**config.mk**
```make
export PLATFORM = sky130hd
export DESIGN_NAME = cfg_image_loader
export DESIGN_NICKNAME = d
export VERILOG_FILES = /design/src/rtl/ldr_pkg.sv /design/src/rtl/ldr_phase_gen.sv /design/src/rtl/ldr_fsm.sv /design/src/rtl/ldr_image.sv /design/src/rtl/cfg_image_loader.sv
export SDC_FILE = /design/constraint.sdc
export NUM_CORES = 1
export LEC_CHECK = 0
export BUFFER_PORTS_ARGS = -buffer_cell sky130_fd_sc_hd__buf_2
export CORE_MARGIN = 8
export CORE_UTILIZATION = 25
export CTS_CLUSTER_SIZE = 20
export DETAILED_ROUTE_END_ITERATION = 16
export GPL_TIMING_DRIVEN = 0
export PLACE_DENSITY = 0.49
export SYNTH_ARGS = -nofsm -noshare
export SYNTH_HDL_FRONTEND = slang
export SYNTH_HIERARCHICAL = 1
export SYNTH_SLANG_ARGS = --single-unit
export TNS_END_PERCENT = 100
```
**constraint.sdc**
```tcl
create_clock -name clk -period 3.5 [get_ports clk]
set_input_delay 0.35 -clock clk [delete_from_list [all_inputs] [get_ports clk]]
set_output_delay 0.35 -clock clk [all_outputs]
set_load 0.02 [all_outputs]
```
**src/rtl/ldr_pkg.sv**
```systemverilog
package ldr_pkg;

    typedef enum logic [2:0] {
        ST_WAIT,
        ST_START,
        ST_ADDR,
        ST_DATA,
        ST_STOP,
        ST_DONE
    } ldr_state_e;

    // Open-drain pad request: 1 pulls the line low
    typedef struct packed {
        logic scl_low;
        logic sda_low;
    } pad_drv_t;

    localparam logic [3:0] ACK_SLOT = 4'd8;
    localparam logic [1:0] Q_SAMPLE = 2'd1;
    localparam logic [1:0] Q_LAST   = 2'd3;

    function automatic logic [7:0] read_addr_byte(input logic [6:0] dev);
        return {dev, 1'b1};
    endfunction

    // SCL is released in the two middle quarters of a bit element
    function automatic logic bit_scl_low(input logic [1:0] q);
        return (q == 2'd0) || (q == 2'd3);
    endfunction

endpackage

```
**src/rtl/ldr_phase_gen.sv**
```systemverilog
module ldr_phase_gen #(
    parameter int QTR = 96
) (
    input  logic       clk,
    input  logic       rst,
    input  logic       run,
    output logic       tick,
    output logic [1:0] quarter
);
    localparam int CW = (QTR > 1) ? $clog2(QTR) : 1;

    logic [CW-1:0] cnt;

    always_ff @(posedge clk) begin
        if (rst || !run) begin
            cnt     <= '0;
            quarter <= 2'd0;
        end else if (cnt == CW'(QTR - 1)) begin
            cnt     <= '0;
            quarter <= quarter + 2'd1;
        end else begin
            cnt <= cnt + 1'b1;
        end
    end

    assign tick = run && (cnt == CW'(QTR - 1));

endmodule

```
**src/rtl/ldr_fsm.sv**
```systemverilog
module ldr_fsm
    import ldr_pkg::*;
#(
    parameter int         IMG_BYTES    = 57,
    parameter int         STARTUP_WAIT = 8400,
    parameter logic [6:0] DEV_ADDR     = 7'h50,
    localparam int        AW           = $clog2(IMG_BYTES),
    localparam int        WW           = $clog2(STARTUP_WAIT + 1)
) (
    input  logic            clk,
    input  logic            rst,
    input  logic            pwr_sel,
    input  logic            host_att,
    input  logic            sda_in,
    input  logic            tick,
    input  logic [1:0]      quarter,
    output logic            run,
    output ldr_state_e      state,
    output pad_drv_t        pad,
    output logic            wr_en,
    output logic [AW-1:0]   wr_addr,
    output logic [7:0]      wr_data,
    output logic            err,
    output logic            valid
);
    localparam logic [7:0] ADDR_B = read_addr_byte(DEV_ADDR);

    logic [WW-1:0] wcnt;
    logic [3:0]    bit_idx;
    logic [AW-1:0] byte_idx;
    logic [7:0]    shreg;
    logic          ack_ok;
    logic          last_byte;
    logic          elem_end;
    logic          sample;
    logic [7:0]    shifted;

    assign last_byte = (byte_idx == AW'(IMG_BYTES - 1));
    assign elem_end  = tick && (quarter == Q_LAST);
    assign sample    = tick && (quarter == Q_SAMPLE);
    // first bus bit ends in bit 0 after eight right shifts
    assign shifted   = {sda_in, shreg[7:1]};

    always_ff @(posedge clk) begin
        if (rst) begin
            state    <= ST_WAIT;
            wcnt     <= '0;
            bit_idx  <= '0;
            byte_idx <= '0;
            shreg    <= '0;
            ack_ok   <= 1'b0;
            err      <= 1'b0;
            valid    <= 1'b0;
            wr_en    <= 1'b0;
            wr_addr  <= '0;
            wr_data  <= '0;
        end else begin
            wr_en <= 1'b0;
            unique case (state)
                ST_WAIT: begin
                    if (wcnt == WW'(STARTUP_WAIT - 1)) begin
                        state <= (pwr_sel && host_att) ? ST_START : ST_DONE;
                    end else begin
                        wcnt <= wcnt + 1'b1;
                    end
                end
                ST_START: begin
                    if (elem_end) begin
                        state   <= ST_ADDR;
                        bit_idx <= '0;
                    end
                end
                ST_ADDR: begin
                    if (sample && bit_idx == ACK_SLOT) begin
                        ack_ok <= ~sda_in;
                    end
                    if (elem_end) begin
                        if (bit_idx == ACK_SLOT) begin
                            bit_idx  <= '0;
                            byte_idx <= '0;
                            state    <= ack_ok ? ST_DATA : ST_STOP;
                        end else begin
                            bit_idx <= bit_idx + 1'b1;
                        end
                    end
                end
                ST_DATA: begin
                    if (sample && bit_idx != ACK_SLOT) begin
                        shreg <= shifted;
                        if (bit_idx == 4'd7) begin
                            wr_en   <= 1'b1;
                            wr_addr <= byte_idx;
                            wr_data <= shifted;
                        end
                    end
                    if (elem_end) begin
                        if (bit_idx == ACK_SLOT) begin
                            bit_idx <= '0;
                            if (last_byte) begin
                                state <= ST_STOP;
                            end else begin
                                byte_idx <= byte_idx + 1'b1;
                            end
                        end else begin
                            bit_idx <= bit_idx + 1'b1;
                        end
                    end
                end
                ST_STOP: begin
                    if (elem_end) begin
                        state <= ST_DONE;
                        if (ack_ok) begin
                            valid <= 1'b1;
                        end else begin
                            err <= 1'b1;
                        end
                    end
                end
                default: ;
            endcase
        end
    end

    assign run = (state == ST_START) || (state == ST_ADDR) ||
                 (state == ST_DATA)  || (state == ST_STOP);

    always_comb begin
        pad = '0;
        unique case (state)
            ST_START: begin
                pad.scl_low = (quarter == 2'd3);
                pad.sda_low = quarter[1];
            end
            ST_ADDR: begin
                pad.scl_low = bit_scl_low(quarter);
                pad.sda_low = (bit_idx == ACK_SLOT) ? 1'b0
                                                    : ~ADDR_B[3'd7 - bit_idx[2:0]];
            end
            ST_DATA: begin
                pad.scl_low = bit_scl_low(quarter);
                pad.sda_low = (bit_idx == ACK_SLOT) && !last_byte;
            end
            ST_STOP: begin
                pad.scl_low = (quarter == 2'd0);
                pad.sda_low = !quarter[1];
            end
            default: ;
        endcase
    end

endmodule

```
**src/rtl/ldr_image.sv**
```systemverilog
module ldr_image #(
    parameter int  IMG_BYTES = 57,
    localparam int AW        = $clog2(IMG_BYTES)
) (
    input  logic          clk,
    input  logic          rst,
    input  logic          wr_en,
    input  logic [AW-1:0] wr_addr,
    input  logic [7:0]    wr_data,
    input  logic [AW-1:0] rd_addr,
    output logic [7:0]    rd_data
);
    logic [7:0] bytes_w [IMG_BYTES];

    for (genvar i = 0; i < IMG_BYTES; i++) begin : g_byte
        logic [7:0] q;
        always_ff @(posedge clk) begin
            if (rst) begin
                q <= '0;
            end else if (wr_en && wr_addr == AW'(i)) begin
                q <= wr_data;
            end
        end
        assign bytes_w[i] = q;
    end

    always_comb begin
        rd_data = '0;
        for (int i = 0; i < IMG_BYTES; i++) begin
            if (rd_addr == AW'(i)) begin
                rd_data = bytes_w[i];
            end
        end
    end

endmodule

```
**src/rtl/cfg_image_loader.sv**
```systemverilog
module cfg_image_loader
    import ldr_pkg::*;
#(
    parameter int         CLK_DIV      = 384,
    parameter int         IMG_BYTES    = 57,
    parameter logic [6:0] DEV_ADDR     = 7'h50,
    parameter int         STARTUP_WAIT = 8400
) (
    input  logic                         clk,
    input  logic                         rst,
    input  logic                         pwr_sel_i,
    input  logic                         host_att_i,
    input  logic                         sda_i,
    output logic                         scl_low_o,
    output logic                         sda_low_o,
    output logic                         busy_o,
    output logic                         done_o,
    output logic                         error_o,
    output logic                         img_valid_o,
    input  logic [$clog2(IMG_BYTES)-1:0] rd_addr_i,
    output logic [7:0]                   rd_data_o
);
    localparam int QTR = CLK_DIV / 4;
    localparam int AW  = $clog2(IMG_BYTES);

    logic          run;
    logic          tick;
    logic [1:0]    quarter;
    ldr_state_e    fsm_state;
    pad_drv_t      pad;
    logic          wr_en;
    logic [AW-1:0] wr_addr;
    logic [7:0]    wr_data;
    logic          err;
    logic          valid;

    ldr_phase_gen #(.QTR(QTR)) u_phase (
        .clk     (clk),
        .rst     (rst),
        .run     (run),
        .tick    (tick),
        .quarter (quarter)
    );

    ldr_fsm #(
        .IMG_BYTES    (IMG_BYTES),
        .STARTUP_WAIT (STARTUP_WAIT),
        .DEV_ADDR     (DEV_ADDR)
    ) u_fsm (
        .clk      (clk),
        .rst      (rst),
        .pwr_sel  (pwr_sel_i),
        .host_att (host_att_i),
        .sda_in   (sda_i),
        .tick     (tick),
        .quarter  (quarter),
        .run      (run),
        .state    (fsm_state),
        .pad      (pad),
        .wr_en    (wr_en),
        .wr_addr  (wr_addr),
        .wr_data  (wr_data),
        .err      (err),
        .valid    (valid)
    );

    ldr_image #(.IMG_BYTES(IMG_BYTES)) u_image (
        .clk     (clk),
        .rst     (rst),
        .wr_en   (wr_en),
        .wr_addr (wr_addr),
        .wr_data (wr_data),
        .rd_addr (rd_addr_i),
        .rd_data (rd_data_o)
    );

    assign scl_low_o   = pad.scl_low;
    assign sda_low_o   = pad.sda_low;
    assign busy_o      = (fsm_state != ST_DONE);
    assign done_o      = (fsm_state == ST_DONE);
    assign error_o     = err;
    assign img_valid_o = valid;

endmodule

```
# == Word level (Yosys, flattened, before mapping) ==
# Memories as Yosys holds them, arrays and structs flattened.
# Cells that the tools add are included.
# word_totals
register_bits,518
rom_bits,8
input_bits,11
output_inout_bits,14
mem_count,1
# classes
n_addsub,6
order_cmp,1
eq_ne,136
n_mux,82
n_bitwise,6
reduce_logical,91
# memory_table
name,depth,word_bits,rd,rd_ports_with_merged_regs,wr,line_no,rtl
(name not given),8,1,1,0,0,ldr_fsm.sv:137,: ~ADDR_B[3'd7 - bit_idx[2:0]];
# ops
operator,n
$mux 8,57
$eq 6x6->1 const B,51
$eq 6x5->1 const B,32
$eq 6x4->1 const B,16
$logic_and 1x1->1,64
$eq 6x3->1 const B,8
$mux 3,10
$mux 6,5
$eq 6x2->1 const B,4
$ne 2x1->1 const B,9
$pmux 3 s5,1
$add 14x1->14 const B,1
$eq 14x14->1 const B,1
$eq 6x1->1 const B,2
$logic_not 6->1,2
$mux 4,3
$pmux 6 s2,1
$reduce_and 3->1,4
$reduce_and 9->1,1
$pmux 2 s4,1
$pmux 4 s2,1
$add 7x1->7 const B,1
$eq 7x7->1 const B,1
$add 6x1->6 const B,1
26 further kinds,45

# == Depth between registers and ports, before layout ==
# depth
word_depth,58
mapped_depth,12
depth_no_buf,9

# == Modules after synthesis ==
# Netlist, hierarchy kept.
# by_module_without_submodules
module,instances,cells_each,area_per_inst_um2
ldr_image,1,2873,22774.3
ldr_fsm,1,299,2509.9
ldr_phase_gen,1,41,380.4
cfg_image_loader,1,2,16.3

# == Worst setup path after synthesis ==
# OpenSTA, ideal clock, no wires.
# synth_path
path_kind,input port to output port
startpoint,input port rd_addr_i[5]
endpoint,output port rd_data_o[7]
t_arrival_ns,2.417
setup_slack_ns,0.733
cell_stages,8
path_buffers,1
cell_sequence,buf_4 > or4b_4 > nor3_2 > o32ai_1 > a21oi_1 > o311ai_1 > a221o_1 > a211oi_1
# synth_between
elab_chain_len,58
# synth_lines
element,line_no,rtl
"start, declared",cfg_image_loader.sv:20,"input logic [$clog2(IMG_BYTES)-1:0] rd_addr_i,"
$logic_not 6->1,ldr_image.sv:30,if (rd_addr == AW'(i)) begin
$mux 8 (56 in series),ldr_image.sv:30,
$mux 8 *,ldr_image.sv:30,
"end, declared",cfg_image_loader.sv:21,output logic [7:0] rd_data_o
# Every way passes the cells marked *; elsewhere a longest branch is shown, timed or not.

# == Worst setup path in the final report ==
# layout_path
startpoint,input port rd_addr_i[0]
endpoint,output port rd_data_o[7]
# Same word-level chain as after synthesis.

==> run_results.csv <==
group,metric,value,unit
die,die_width,337,um
cells_and_area,utilization,30.2,%
timing,fin_ws,-112,ps
cells_and_area,final_nets,3336,
yosys,yosys_warnings,6,
setup_path,cp.arrival,3260,ps
cells_and_area,area_delta_synth_final,19.9,%
pwr,leakagePower,9.87,nW
yosys,synth_seq_area_share,40.3,%
yosys,synth_area,25700,sq um
pwr,peakVddDrop,0.340,mV
die,dieArea,113000,sq um
yosys,syn_inst,3215,
setup_path,required,3150,ps
grt,grt.total_usage,25.0,%
timing,worst_pin_slew,1460,ps
clock_network,path_clk_slew,60,ps
setup_path,end_kind,"output port",
yosys,avgSynthCellArea,7.99,sq um
setup_path,cp_slowest_stage_delay,540,ps
placement,gp_congestion,1.04,
route,drtIter0Drc,3812,
yosys,synth_compound_area_share,18.2,%
die,start_util,25.2,%
yosys,synth_top_family_by_area,"simple AND/OR/NAND/NOR gates",
route,wire_per_inst,31.2,um
setup_path,crit_end,"rd_data_o[7]",
grt,grt_max_degree,16,
cells_and_area,regArea,10400,sq um
clock_network,clkSinkCount,517,
timing,rsz0062_at_grt,"true",
cells_and_area,drive_gt1_share,12.8,%
clock_network,cts_tree,"yes",
yosys,async_reset_ff_share,0,%
clock_network,h-tree-depth,2,
die,pin_count,25,
yosys,synthAdderAreaFrac,0.438,%
route,antenna_violating_nets_post_route,0,
route,via_per_inst,5.70,
grt,grt_overflow_total,0,
route,dr.pass1.iters,8,
timing,totalNegativeSetupSlack,-530,ps
timing,setup_violations,8,
placement,placedCellCount,4610,
setup_path,crit_path_start_kind,"input port",
yosys,synth_edf_count,0,
placement,dpl.hpwl,109,mm
clock_network,clock_latency,660,ps
setup_path,critPathMaxFanout,10,
route,routed_wl,148,mm
yosys,yosysUniqueCellTypes,101,
status,status,"finished with violations",
grt,grt_pass1_vias,25200,
timing,fin_crit,3610,ps
timing,skew,30.7,ps
setup_path,r2r_start,"u_fsm/wr_addr[0]",
min_path,min_from,"rst",
grt,grt_pass1_wl,203,mm
setup_path,r2r-end,"u_image/g_byte[25].q[6]",
yosys,ys_ff_latch,517,
cells_and_area,multiInputGateArea,14500,sq um
pwr,power.density,466,nW/um^2
route,vias,27000,
timing,hold_violations,0,
yosys,synthMuxAreaShare,10.6,%
cells_and_area,layoutNonFillerInstCount,4738,
setup_path,critPathBufInv,3,
placement,port_buffers,22,
yosys,synth_ff_type,"dfxtp_1",
setup_path,critical-path-top-delay-family,"compound AO/OA/AOI/OAI gates",
yosys,synth_area_leader_cell,"dfxtp_1",
yosys,synth.area.top_cells,"dfxtp_1, mux2i_1, a21oi_1",
yosys,yosys.area_share.simple,24.1,%
setup_path,cpMostUsedCell,"buf_4",
die,die_h,337,um
setup_path,cp_slowest_cell,"nor2_4",
clock_network,clockBufferDepth,3,
clock_network,cts_buffers,61,
setup_path,critPathLaunch,"rd_addr_i[0]",
cells_and_area,final_cell_mix,"dfxtp_1, nand2_1, a21oi_1",
timing,holdWs,109,ps
status,violations,"setup timing",
min_path,min_path_type,"in -> reg",
setup_path,critical_path.cell_chain,"buf_4 -> buf_6 -> nor2_4 -> a22oi_1 -> o211a_1 -> a21oi_4 -> o311ai_4 -> a221o_2 -> a211oi_4 -> buf_4",
timing,fin_crit_sh,103,%
timing,slew_headroom,2.34,%
route,route.detailed.drc,0,
run,max_cap_viol_count,0,
setup_path,cp.depth,10,
cells_and_area,n_fill_cell,11100,
setup_path,r2r_slack,60,ps
setup_path,path_class,"in -> out",
die,rows,117,
cells_and_area,layout_commonest_cell,"dfxtp_1",
grt,antenna_found_initial,11,
yosys,synth.top_cell.area_share,40.3,%
die,core_area,102000,sq um
yosys,synth_xor_area_share,0.750,%
pwr,power,14.3,mW
yosys,syn_nets,3235,
timing,max_freq,277,MHz
clock_network,root_buffer,"clkbuf_16",
timing,slew_viol_final,0,
setup_path,reg2regPathDepth,6,
-- flip-flops by register name (all words and copies together), names as in the netlist --
register and flops:
u_fsm/wr_data 8, u_fsm/ack_ok 1, u_fsm/wr_en 1, u_fsm/bit_idx 4, u_phase/quarter 2, u_fsm/err 1, u_fsm/state 3, u_fsm/wcnt 14
u_fsm/wr_addr 6, u_fsm/shreg 7, u_fsm/valid 1, u_image/g_byte.q 456, u_phase/cnt 7, u_fsm/byte_idx 6
-- what timing repair did --
item,in CTS,in global routing
endpoints found under the setup margin,8,26
gates resized for setup,231,65
setup buffers,10,1
hold endpoints to repair,2,0
pin swaps,10,10
hold buffers,1,0
-- worst reg2reg max path, delay by kind of cell (launching register included) --
kind | cells | cell delay (ps)
buf+inv | 1 | 360
flops | 1 | 380
mux | 1 | 350
simple gates | 4 | 2240
-- metrics by stage --
step	worst slack (ps)	cell area (sq um)
3_5_place_dp	-1650	27600
6_report	-112	30800
2_1_floorplan	733	25700
4_1_cts	-13.6	30500
3_3_place_gp	-1780	27500
5_1_grt	-58.8	30800
-- kinds of logic (layout without fill, tap and decap cells) --
family,Yosys count,count (layout)
AOI/OAI and AO/OA,773,773
buffers and inverters,328,478
xor gates and xnor gates,22,22
muxes,252,252
adders and majority gates,9,9
other,0,5
and+or+nand+nor,1314,1314
DFF,517,517
-- report_power, final --
part	internal, mW	switching, mW
clock	4.00	2.80
sequential	5.92	0.0390
combinational	0.466	1.13
total	10.4	3.97
-- final cells by class --
cell class              instances  share of cell area, %
diodes                          5                 0.0406
plain buffers                 302                   5.85
clock buffers                  85                   5.54
clock inverters                27                   1.22
inverters                      25                  0.305
multi-input cells            2370                   47.0
flip-flops and latches        517                   33.6
well taps                    1368                   5.56
repair buffers                 39                  0.833
-- synth_stat cells (13+ instances only) --
cell	count
nor2_2	15
buf_4	17
nor2_1	280
mux4_2	14
nand2_1	471
mux2_2	20
nand3_1	331
xnor2_1	13
nor3_1	38
dfxtp_1	517
o221ai_1	20
o22ai_1	34
clkbuf_1	194
nor2b_1	19
a31oi_1	27
a21oi_1	417
nand2b_1	18
mux2i_1	218
nand4_1	14
a22oi_1	21
o211ai_1	17
buf_2	68
o21ai_0	91
inv_1	25
buf_1	15
-- how the worst min path moves through the flow --
stage	endpoint	slack, ps	depth (start not counted)
floorplan	u_phase/cnt[0]	420	1
global placement	u_image/g_byte[54].q[7]	440	2
detailed placement	u_image/g_byte[1].q[0]	450	2
CTS	u_fsm/state[0]	100	3
global route	u_fsm/state[0]	150	3
finish	u_fsm/state[0]	110	3
-- routing by layer --
metal | up-vias | track usage (%) | share of wire, %
li1 | 11700 | - | -
met1 | 13300 | 33.4 | 42
met2 | 1666 | 36.7 | 41
met3 | 424 | 6.87 | 11
met4 | 6 | 13.2 | 6.4
met5 | - | 0 | 0.030
Power figures use the tool's default switching activity.
